### config.mk
export PLATFORM = sky130hd
export DESIGN_NAME = octal_dac_regfile
export DESIGN_NICKNAME = d
export VERILOG_FILES = /design/src/rtl/dacreg_pkg.sv /design/src/rtl/dacreg_sync.sv /design/src/rtl/dacreg_decode.sv /design/src/rtl/dacreg_chan.sv /design/src/rtl/octal_dac_regfile.sv
export SDC_FILE = /design/constraint.sdc
export NUM_CORES = 1
export LEC_CHECK = 0
export ABC_AREA = 1
export BUFFER_PORTS_ARGS = -buffer_cell sky130_fd_sc_hd__buf_2
export CAP_MARGIN = 20
export CORE_MARGIN = 2
export CORE_UTILIZATION = 53
export CTS_CLUSTER_DIAMETER = 50
export DETAILED_ROUTE_END_ITERATION = 10
export PLACE_DENSITY = 0.76
export SYNTH_ARGS = -nofsm -noshare
export SYNTH_HDL_FRONTEND = slang
export SYNTH_SLANG_ARGS = --single-unit
### constraint.sdc
create_clock -name clk -period 1.5 [get_ports clk]
set_input_delay 0.225 -clock clk [delete_from_list [all_inputs] [get_ports clk]]
set_output_delay 0.225 -clock clk [all_outputs]
set_load 0.1 [all_outputs]
### src/rtl/dacreg_pkg.sv
package dacreg_pkg;

    localparam int NCH   = 8;
    localparam int CW    = 10;
    localparam int WORDW = 16;
    localparam int OPW   = 4;
    localparam int HALF  = NCH / 2;
    localparam int MODEW = 2;

    localparam int OP_LSB   = WORDW - OPW;
    localparam int DATA_LSB = OP_LSB - CW;
    localparam int MASK_LSB = OP_LSB - NCH;

    typedef enum logic [OPW-1:0] {
        OP_NOP     = 4'h0,
        OP_ZERO    = 4'h1,
        OP_STAGE1  = 4'h2,
        OP_STAGE8  = 4'h9,
        OP_WT_LO   = 4'hA,
        OP_WT_HI   = 4'hB,
        OP_WT_ALL  = 4'hC,
        OP_STG_ALL = 4'hD,
        OP_COPY    = 4'hE,
        OP_POWER   = 4'hF
    } opcode_e;

    typedef struct packed {
        logic [NCH-1:0]   stage_we;
        logic [NCH-1:0]   live_we;
        logic             zero_all;
        logic             pwr_fwd;
        logic [CW-1:0]    data;
        logic [NCH-1:0]   pmask;
        logic [MODEW-1:0] pmode;
    } cmd_t;

    function automatic logic [OPW-1:0] op_field(input logic [WORDW-1:0] w);
        return w[WORDW-1 -: OPW];
    endfunction

    function automatic logic [CW-1:0] data_field(input logic [WORDW-1:0] w);
        return w[DATA_LSB +: CW];
    endfunction

    function automatic logic [NCH-1:0] mask_field(input logic [WORDW-1:0] w);
        return w[MASK_LSB +: NCH];
    endfunction

    function automatic logic [MODEW-1:0] mode_field(input logic [WORDW-1:0] w);
        return w[MASK_LSB-1 -: MODEW];
    endfunction

endpackage

### src/rtl/dacreg_sync.sv
module dacreg_sync #(
    parameter int   STAGES    = 2,
    parameter logic RESET_VAL = 1'b1
) (
    input  logic clk,
    input  logic rst,
    input  logic d,
    output logic q
);

    logic [STAGES-1:0] chain_q;

    always_ff @(posedge clk) begin
        if (rst) chain_q <= {STAGES{RESET_VAL}};
        else     chain_q <= {chain_q[STAGES-2:0], d};
    end

    assign q = chain_q[STAGES-1];

endmodule

### src/rtl/dacreg_decode.sv
module dacreg_decode
    import dacreg_pkg::*;
(
    input  logic [WORDW-1:0] word_i,
    input  logic             valid_i,
    output cmd_t             cmd_o
);

    opcode_e op;

    always_comb begin
        op                = opcode_e'(op_field(word_i));
        cmd_o             = '0;
        cmd_o.data        = data_field(word_i);
        cmd_o.pmask       = mask_field(word_i);
        cmd_o.pmode       = mode_field(word_i);
        if (valid_i) begin
            unique case (op)
                OP_NOP:     ;
                OP_ZERO:    cmd_o.zero_all = 1'b1;
                OP_WT_LO: begin
                    cmd_o.stage_we[HALF-1:0] = '1;
                    cmd_o.live_we[HALF-1:0]  = '1;
                end
                OP_WT_HI: begin
                    cmd_o.stage_we[NCH-1:HALF] = '1;
                    cmd_o.live_we[NCH-1:HALF]  = '1;
                end
                OP_WT_ALL: begin
                    cmd_o.stage_we = '1;
                    cmd_o.live_we  = '1;
                end
                OP_STG_ALL: cmd_o.stage_we = '1;
                OP_COPY:    cmd_o.live_we  = mask_field(word_i);
                OP_POWER:   cmd_o.pwr_fwd  = 1'b1;
                default: begin
                    for (int i = 0; i < NCH; i++) begin
                        if (op_field(word_i) == OPW'(int'(OP_STAGE1) + i))
                            cmd_o.stage_we[i] = 1'b1;
                    end
                end
            endcase
        end
    end

endmodule

### src/rtl/dacreg_chan.sv
module dacreg_chan
    import dacreg_pkg::*;
(
    input  logic          clk,
    input  logic          rst,
    input  logic          clear_n,
    input  logic          load_s,
    input  logic          stage_we,
    input  logic          live_we,
    input  logic          zero_all,
    input  logic [CW-1:0] data,
    output logic [CW-1:0] code_o,
    output logic          upd_o
);

    logic [CW-1:0] stage_q, stage_d;
    logic [CW-1:0] live_q, live_d;
    logic          upd_q;

    always_comb begin
        stage_d = stage_q;
        if (zero_all)      stage_d = '0;
        else if (stage_we) stage_d = data;

        live_d = live_q;
        if (zero_all)                live_d = '0;
        else if (load_s || live_we)  live_d = stage_d;
    end

    always_ff @(posedge clk or negedge clear_n) begin
        if (!clear_n) begin
            stage_q <= '0;
            live_q  <= '0;
            upd_q   <= 1'b0;
        end else if (rst) begin
            stage_q <= '0;
            live_q  <= '0;
            upd_q   <= 1'b0;
        end else begin
            stage_q <= stage_d;
            live_q  <= live_d;
            upd_q   <= (live_d != live_q);
        end
    end

    assign code_o = live_q;
    assign upd_o  = upd_q;

    AST_WT_LANDS: assert property (@(posedge clk) disable iff (rst || !clear_n)
        (live_we && stage_we && !zero_all) |=> (live_q == $past(data)));

    AST_COPY_LANDS: assert property (@(posedge clk) disable iff (rst || !clear_n)
        (live_we && !stage_we && !zero_all) |=> (live_q == $past(stage_q)));

    AST_STAGE_ONLY: assert property (@(posedge clk) disable iff (rst || !clear_n)
        (stage_we && !live_we && !load_s && !zero_all) |=> $stable(live_q));

    AST_LOAD_FOLLOW: assert property (@(posedge clk) disable iff (rst || !clear_n)
        (load_s && !zero_all) |=> (live_q == stage_q));

    AST_UPD_REAL: assert property (@(posedge clk) disable iff (rst || !clear_n)
        upd_q |-> (live_q != $past(live_q)));

endmodule

### src/rtl/octal_dac_regfile.sv
module octal_dac_regfile
    import dacreg_pkg::*;
#(
    parameter int SYNC_STAGES = 2
) (
    input  logic               clk,
    input  logic               rst,
    input  logic [WORDW-1:0]   word_i,
    input  logic               word_valid_i,
    input  logic               load_n_i,
    input  logic               clear_n_i,
    output logic [NCH*CW-1:0]  code_o,
    output logic [NCH-1:0]     upd_o,
    output logic               shut_all_o,
    output logic               pwr_valid_o,
    output logic [NCH-1:0]     pwr_mask_o,
    output logic [MODEW-1:0]   pwr_mode_o
);

    cmd_t cmd;
    logic load_n_s;
    logic load_s;
    logic shut_q;

    dacreg_decode u_dec (
        .word_i  (word_i),
        .valid_i (word_valid_i),
        .cmd_o   (cmd)
    );

    dacreg_sync #(.STAGES(SYNC_STAGES), .RESET_VAL(1'b1)) u_load_sync (
        .clk (clk),
        .rst (rst),
        .d   (load_n_i),
        .q   (load_n_s)
    );

    assign load_s = ~load_n_s;

    for (genvar g = 0; g < NCH; g++) begin : g_chan
        dacreg_chan u_chan (
            .clk      (clk),
            .rst      (rst),
            .clear_n  (clear_n_i),
            .load_s   (load_s),
            .stage_we (cmd.stage_we[g]),
            .live_we  (cmd.live_we[g]),
            .zero_all (cmd.zero_all),
            .data     (cmd.data),
            .code_o   (code_o[g*CW +: CW]),
            .upd_o    (upd_o[g])
        );
    end

    always_ff @(posedge clk or negedge clear_n_i) begin
        if (!clear_n_i)  shut_q <= 1'b1;
        else if (rst)    shut_q <= 1'b0;
        else             shut_q <= cmd.zero_all;
    end

    always_ff @(posedge clk) begin
        if (rst) begin
            pwr_valid_o <= 1'b0;
            pwr_mask_o  <= '0;
            pwr_mode_o  <= '0;
        end else begin
            pwr_valid_o <= cmd.pwr_fwd;
            if (cmd.pwr_fwd) begin
                pwr_mask_o <= cmd.pmask;
                pwr_mode_o <= cmd.pmode;
            end
        end
    end

    assign shut_all_o = shut_q;

    AST_PWR_FREEZE: assert property (@(posedge clk) disable iff (rst || !clear_n_i)
        (pwr_valid_o && !$past(load_s)) |-> $stable(code_o));

    AST_ZERO_CMD: assert property (@(posedge clk) disable iff (rst || !clear_n_i)
        (shut_all_o && !$past(!clear_n_i)) |-> (code_o == '0));

endmodule

## Word-level counts from Yosys, hierarchy flattened

Index checks and enable logic that the tools add are counted.

| storage, ports and cells | value |
|---|---|
| output and inout bits | 100 |
| logic and storage cells | 140 |
| latch bits | 0 |
| register bits after elaboration | 182 |
| memory bits (read-only) | 0 |
| memories | 0 |
| memory bits (writable) | 0 |

| cells by class | value |
|---|---|
| bitwise gates (word level) | 1 |
| shifts and indexed selects | 0 |
| reductions and logical operators | 15 |
| multipliers | 0 |
| add/sub/neg operators | 0 |
| order comparisons | 0 |
| eq/ne operators | 23 |
| mux-type cells | 72 |
| divide/modulo/power cells | 0 |

Operators with widths:

| cell | count |
|---|---|
| $mux 10 | 48 |
| $ne 10x10->1 | 8 |
| $eq 4x4->1 const B | 8 |
| $pmux 4 s2 | 4 |
| $mux 1 | 19 |
| $mux 18 | 1 |
| $eq 4x3->1 const B | 4 |
| $reduce_or 5->1 | 2 |
| $eq 4x2->1 const B | 2 |
| $logic_or 1x1->1 | 8 |
| $reduce_or 3->1 | 2 |
| $eq 4x1->1 const B | 1 |
| $logic_not 4->1 | 1 |
| $reduce_or 2->1 | 2 |
| $not 1->1 | 1 |

## Depth between registers and ports, before layout

| depth | value |
|---|---|
| word-level depth | 10 |
| mapped depth | 19 |
| depth with buffers taken out | 17 |

## Modules after synthesis

From an unflattened synthesis, not the netlist that was laid out.

| second synthesis, totals | value |
|---|---|
| cell total of the unflattened synthesis | 1571 |
| area, all modules | 11075.6 um^2 |

By module, submodules not included:

| module | sequential area each (um^2) | cells each | area each (um^2) | times used |
|---|---|---|---|---|
| dacreg_chan | 525.5 | 175 | 1252.5 | 8 |
| dacreg_decode | 0.0 | 94 | 503.0 | 1 |
| octal_dac_regfile | 246.5 | 70 | 494.2 | 1 |
| dacreg_sync | 40.0 | 7 | 58.8 | 1 |

## Worst setup path after synthesis

OpenSTA, ideal clock, no wires.

| path | value |
|---|---|
| kind | input to register |
| start | input port word_i[12] |
| end | register g_chan[2].u_chan.upd_q |
| path buffers | 2 |
| slack | -0.229 ns |
| arrival time | 1.615 ns |
| library setup time | 0.114 ns |
| stages | 18 |
| cell sequence | nor2_1 > nand2_1 > nand2_2 > nor2_2 > nand2_4 > buf_8 > nand3_4 > buf_6 > nand2_1 > nand3_2 > nand2_1 > nand2_1 > nand2_1 > nand2_1 > nor2_1 > nand3_1 > nand2_1 > inv_1 |

| on the way | value |
|---|---|
| word-level cells in the longest chain between the ends | 10 |
| elaborated cells between the ends (all ways) | 24 |

Ends and longest elaborated chain:

| what | line | RTL |
|---|---|---|
| start, declared | octal_dac_regfile.sv:8 | `input logic [WORDW-1:0] word_i,` |
| $eq 4x1->1 (tied with other cells) | dacreg_decode.sv:18 | `unique case (op)` |
| $reduce_or 5->1 (no line) (tied with other cells) | - |  |
| $pmux 4 s2 | dacreg_decode.sv:18 |  |
| $mux 18 (*) | dacreg_decode.sv:17 | `if (valid_i) begin` |
| $mux 10 | dacreg_chan.sv:23 | `else if (stage_we) stage_d = data;` |
| $mux 10 | dacreg_chan.sv:22 | `if (zero_all) stage_d = '0;` |
| $mux 10 | dacreg_chan.sv:27 | `else if (load_s \|\| live_we) live_d = stage_d;` |
| $mux 10 (*) | dacreg_chan.sv:26 | `if (zero_all) live_d = '0;` |
| $ne 10x10->1 (*) | dacreg_chan.sv:42 | `upd_q <= (live_d != live_q);` |
| $mux 1 (*) | dacreg_chan.sv:35 | `end else if (rst) begin` |
| end signal, assigned | dacreg_chan.sv:42 |  |
| end, declared | dacreg_chan.sv:18 | `logic upd_q;` |

Every way passes the cells marked *; elsewhere a longest branch is shown, timed or not.
A chain may end at the register's enable or synchronous reset.

## Worst setup path in the final report

| path | value |
|---|---|
| start | input port word_i[15] |
| end | register g_chan[2].u_chan.upd_q |

The elaborated chain is that of the path after synthesis.

==> run summary <==
- result of the run: complete, but fails checks
- violations in the final reports: setup timing
- startpoint of the most critical hold path: load_n_i
- register-to-register path setup slack: 0.01 ns
- most common library cell in the layout ignoring fill and taps: sky130_fd_sc_hd__nand2_1
- worst hold-check slack: 0.007012 ns
- drt wl/cell: 15.75 um
- number of stages on the worst hold path: 2
- final setup violation count: 9
- die extent in x: 143.3 um
- proportion of power drawn by combinational gates: 0.295
- GP Congestion: 0.9198
- drt total wl: 29.99 mm
- Clock Tree Buf Depth: 2
- setup clock skew after layout: 0.006707 ns
- post-synth net total: 1,438
- overall global routing resource usage: 0.3010
- length of the first detailed-routing pass in iterations: 5
- period utilisation layout: 1.041
- Sequential Power Share: 0.377
- vertical die dimension: 143.3 um
- number of fillers in the final layout: 1,507
- cell with the biggest individual delay on the critical path: sky130_fd_sc_hd__buf_8
- worst reg2reg startpoint: u_load_sync.chain_q[1]
- Setup Total Neg Slack: -0.1852 ns
- Reg2Reg Capture Point: g_chan[4].u_chan.upd_o
- count of vias placed by the detailed router: 10,490
- Crit Path Class: in2reg
- die footprint: 20,540 um^2
- leakage power of the design: 7.199 nW
- CORE AREA: 18,890 um^2
- global-route wire length before repair: 49.10 mm
- Final min period: 1.562 ns
- maximum number of pins on one net before global-route repair: 63
- cell area after synthesis: 10,290 um^2
- Top delay family on crit path: simple AND/OR/NAND/NOR gates
- Max VDD drop: 0.8740 mV
- Row Count: 50
- switching power of the nets: 0.005033 W
- Worst Hold End: u_load_sync.chain_q[0]
- final number of max-transition violations: 0
- Area Growth Syn to Fin: 30.03%
- Arr. time, crit path: 1.90 ns
- Final Power: 0.01419 W
- share of final-layout standard cells stronger than drive strength 1: 0.2561
- max-slew headroom at the worst pin: 0.6714
- kind of end point of the critical path: register
- number of buffers created by CTS: 17
- Max H-tree Level: 4
- synthesized netlist cell count: 1,417
- cell chain of the critical path: buf_12, nand2_8, inv_6, nand2_4, nand2_4, nor2_4, nand2_8, buf_8, buf_6, nand4_1, nand3_2, nand2_1, nand2_1, nand2_1, nand2_1, nor2_1, nand3_1, nand2_1, inv_1
- switching share of power: 0.3548
- unrepaired setup endpoints after global routing: yes
- cell depth of the worst flop-to-flop path: 12
- number of max-capacitance violations reported: 0
- average cell area after synthesis: 7.261 um^2
- ANT cells: 0
- total internal power: 0.009154 W
- number of register bits inferred by synthesis: 182
- critical path data required time: 1.84 ns
- Critical Path Fanout Max: 6
- clock sink count: 182
- Clock Tree Root: sky130_fd_sc_hd__clkbuf_16
- I/O pins: 121
- Skew-Pair Late Insertion Delay: 0.44 ns
- final layout net count: 1,652
- DRT antenna net count: 0
- vias in the first global route: 9,894
- via count normalized by instance count: 5.511
- detailed-route DRC error count: 0
- highest-count cells in the layout ignoring fill and taps: sky130_fd_sc_hd__nand2_1, sky130_fd_sc_hd__dfrtp_1, sky130_fd_sc_hd__inv_1
- clock edge transition at the registers on the reported setup and hold paths: 0.07 ns
- startpoint types: input pin
- Starting Density: 0.5446
- number of distinct library cells after synthesis: 27
- initial antenna violation count: 0
- clock tree from TritonCTS: built
- number of design-rule violations left by the first detailed-router iteration: 829
- GRT Residual Overflow: 0
- Slowest Stage Delay on Critical Path: 0.15 ns
- critical path's most frequent cell: sky130_fd_sc_hd__nand2_1
- smallest setup slack after layout: -0.06184 ns
- Hold Violations, Final: 0
- clock network fraction of design power: 0.327
- post-DP HPWL: 20.03 mm
- Hold WC Path Type: in2reg
- power density relative to cell area: 1060 nW/um^2
- Max Clk Rate: 640.3 MHz
- Worst-Margin Slew: 0.4963 ns
- sequential-to-total area share from yosys stat: 0.4365
- number of warning messages in the yosys log: 0
- Port Buffer Count: 118
- Worst Path Buf+Inv: 5
-- layer usage --
| layer | global-route usage | wire (um) |
|---|---|---|
| met5 | 0 | 0 |
| met1 | 0.4105 | 12910 |
| met2 | 0.4906 | 14290 |
| met3 | 0.04365 | 1915 |
| met4 | 0.1125 | 873 |
-- worst register-to-register path, cell delays in order, from the launching register on --
cell,delay (ns)
sky130_fd_sc_hd__dfxtp_2,0.36
sky130_fd_sc_hd__buf_4,0.15
sky130_fd_sc_hd__nand2_2,0.07
sky130_fd_sc_hd__inv_1,0.12
sky130_fd_sc_hd__nand2_4,0.12
sky130_fd_sc_hd__nand2_2,0.10
sky130_fd_sc_hd__nand2_1,0.07
sky130_fd_sc_hd__nand2_1,0.07
sky130_fd_sc_hd__nand2_1,0.05
sky130_fd_sc_hd__nor2_1,0.10
sky130_fd_sc_hd__nand3_1,0.09
sky130_fd_sc_hd__nand2_1,0.06
sky130_fd_sc_hd__inv_1,0.03
-- power by group through the flow --
| stage | logic [W] | clock network [W] | registers (W) |
|---|---|---|---|
| finish | 0.00419 | 0.00465 | 0.00535 |
| global placement | 0.00387 | 0 | 0.00543 |
| CTS | 0.00407 | 0.00467 | 0.00535 |
| global route | 0.00455 | 0.00489 | 0.00538 |
| floorplan | 0.00215 | 0 | 0.00612 |
| detailed placement | 0.00394 | 0 | 0.00544 |
-- through the flow --
| stage | cell area [um^2] | std cells | utilization | setup slack, ns |
|---|---|---|---|---|
| after floorplan | 10480 | 1417 | - | -0.1736 |
| after global placement | 12260 | 1862 | 0.6490 | -0.5946 |
| after detailed placement | 12260 | 1862 | 0.6490 | -0.6238 |
| after CTS | 13090 | 1902 | 0.6930 | -0.03559 |
| after global routing | 13380 | 1904 | 0.7081 | -0.2065 |
| final | 13380 | 1904 | 0.7081 | -0.06184 |
-- cell usage after synthesis --
master,instances,share of area
sky130_fd_sc_hd__buf_4,13,0.0095
sky130_fd_sc_hd__nor2_1,126,0.046
sky130_fd_sc_hd__nand3_4,3,0.0051
sky130_fd_sc_hd__buf_6,6,0.0066
sky130_fd_sc_hd__nand2_1,426,0.16
sky130_fd_sc_hd__a21oi_1,18,0.0088
sky130_fd_sc_hd__clkbuf_1,30,0.011
sky130_fd_sc_hd__o21bai_1,12,0.0088
sky130_fd_sc_hd__and3_1,64,0.039
sky130_fd_sc_hd__nor2_2,3,0.0018
sky130_fd_sc_hd__nand3_2,16,0.016
sky130_fd_sc_hd__nand3_1,92,0.045
sky130_fd_sc_hd__nand4_1,148,0.090
sky130_fd_sc_hd__o21ai_0,26,0.013
sky130_fd_sc_hd__nand2_4,3,0.0033
sky130_fd_sc_hd__or2_2,2,0.0012
sky130_fd_sc_hd__nand2_2,22,0.013
sky130_fd_sc_hd__inv_1,170,0.062
sky130_fd_sc_hd__buf_2,24,0.012
sky130_fd_sc_hd__dfxtp_1,13,0.025
sky130_fd_sc_hd__clkinv_1,11,0.0040
sky130_fd_sc_hd__dfstp_2,1,0.0026
sky130_fd_sc_hd__inv_2,2,0.00073
sky130_fd_sc_hd__dfrtp_1,168,0.41
sky130_fd_sc_hd__buf_1,9,0.0033
sky130_fd_sc_hd__mux2i_1,8,0.0078
sky130_fd_sc_hd__buf_8,1,0.0015
-- sequential cells by signal, summed over array words and instances (netlist names) --
register and flops:
g_chan.u_chan.code_o 80, g_chan.u_chan.stage_q 80, g_chan.u_chan.upd_o 8, pwr_mask_o 8, pwr_mode_o 2, u_load_sync.chain_q 2
pwr_valid_o 1, shut_all_o 1
-- kinds of logic (layout without fill, tap and decap cells) --
family,Yosys count,after routing,share of synthesized area
compound gates,56,56,0.03016
buf+inv,266,489,0.1102
simple gates,905,909,0.4154
flops,182,182,0.4365
mux,8,8,0.007783
-- repair_timing --
item / in CTS / in global routing
endpoints found under the hold margin: 28 / 0
endpoints found under the setup margin: 20 / 56
pin swaps: 25 / 36
hold buffers: 1 / 0
gates resized for setup: 49 / 84
setup buffers: 4 / 2
cloned: 4 / 0
-- worst max path at each step --
stage / start / endpoint / slack (ns) / cells after the start
finish: word_i[15] / g_chan[2].u_chan.upd_o / -0.06 / 19
global route: word_i[15] / g_chan[2].u_chan.upd_o / -0.21 / 19
CTS: word_i[15] / g_chan[3].u_chan.upd_o / -0.04 / 19
detailed placement: word_i[13] / g_chan[1].u_chan.upd_o / -0.62 / 19
global placement: word_i[15] / g_chan[3].u_chan.upd_o / -0.59 / 19
floorplan: word_i[13] / g_chan[2].u_chan.upd_o / -0.17 / 19
-- final cells by class --
class	instances	area (um^2)	area share
clock inverters	11	148.9	0.01113
multi-input cells	973	5075	0.3794
flip-flops and latches	182	4492	0.3358
repair buffers	274	2175	0.1626
inverters	183	711.9	0.05322
well taps	260	325.3	0.02432
clock buffers	21	450.4	0.03367
(Power assumes the default switching activity.)
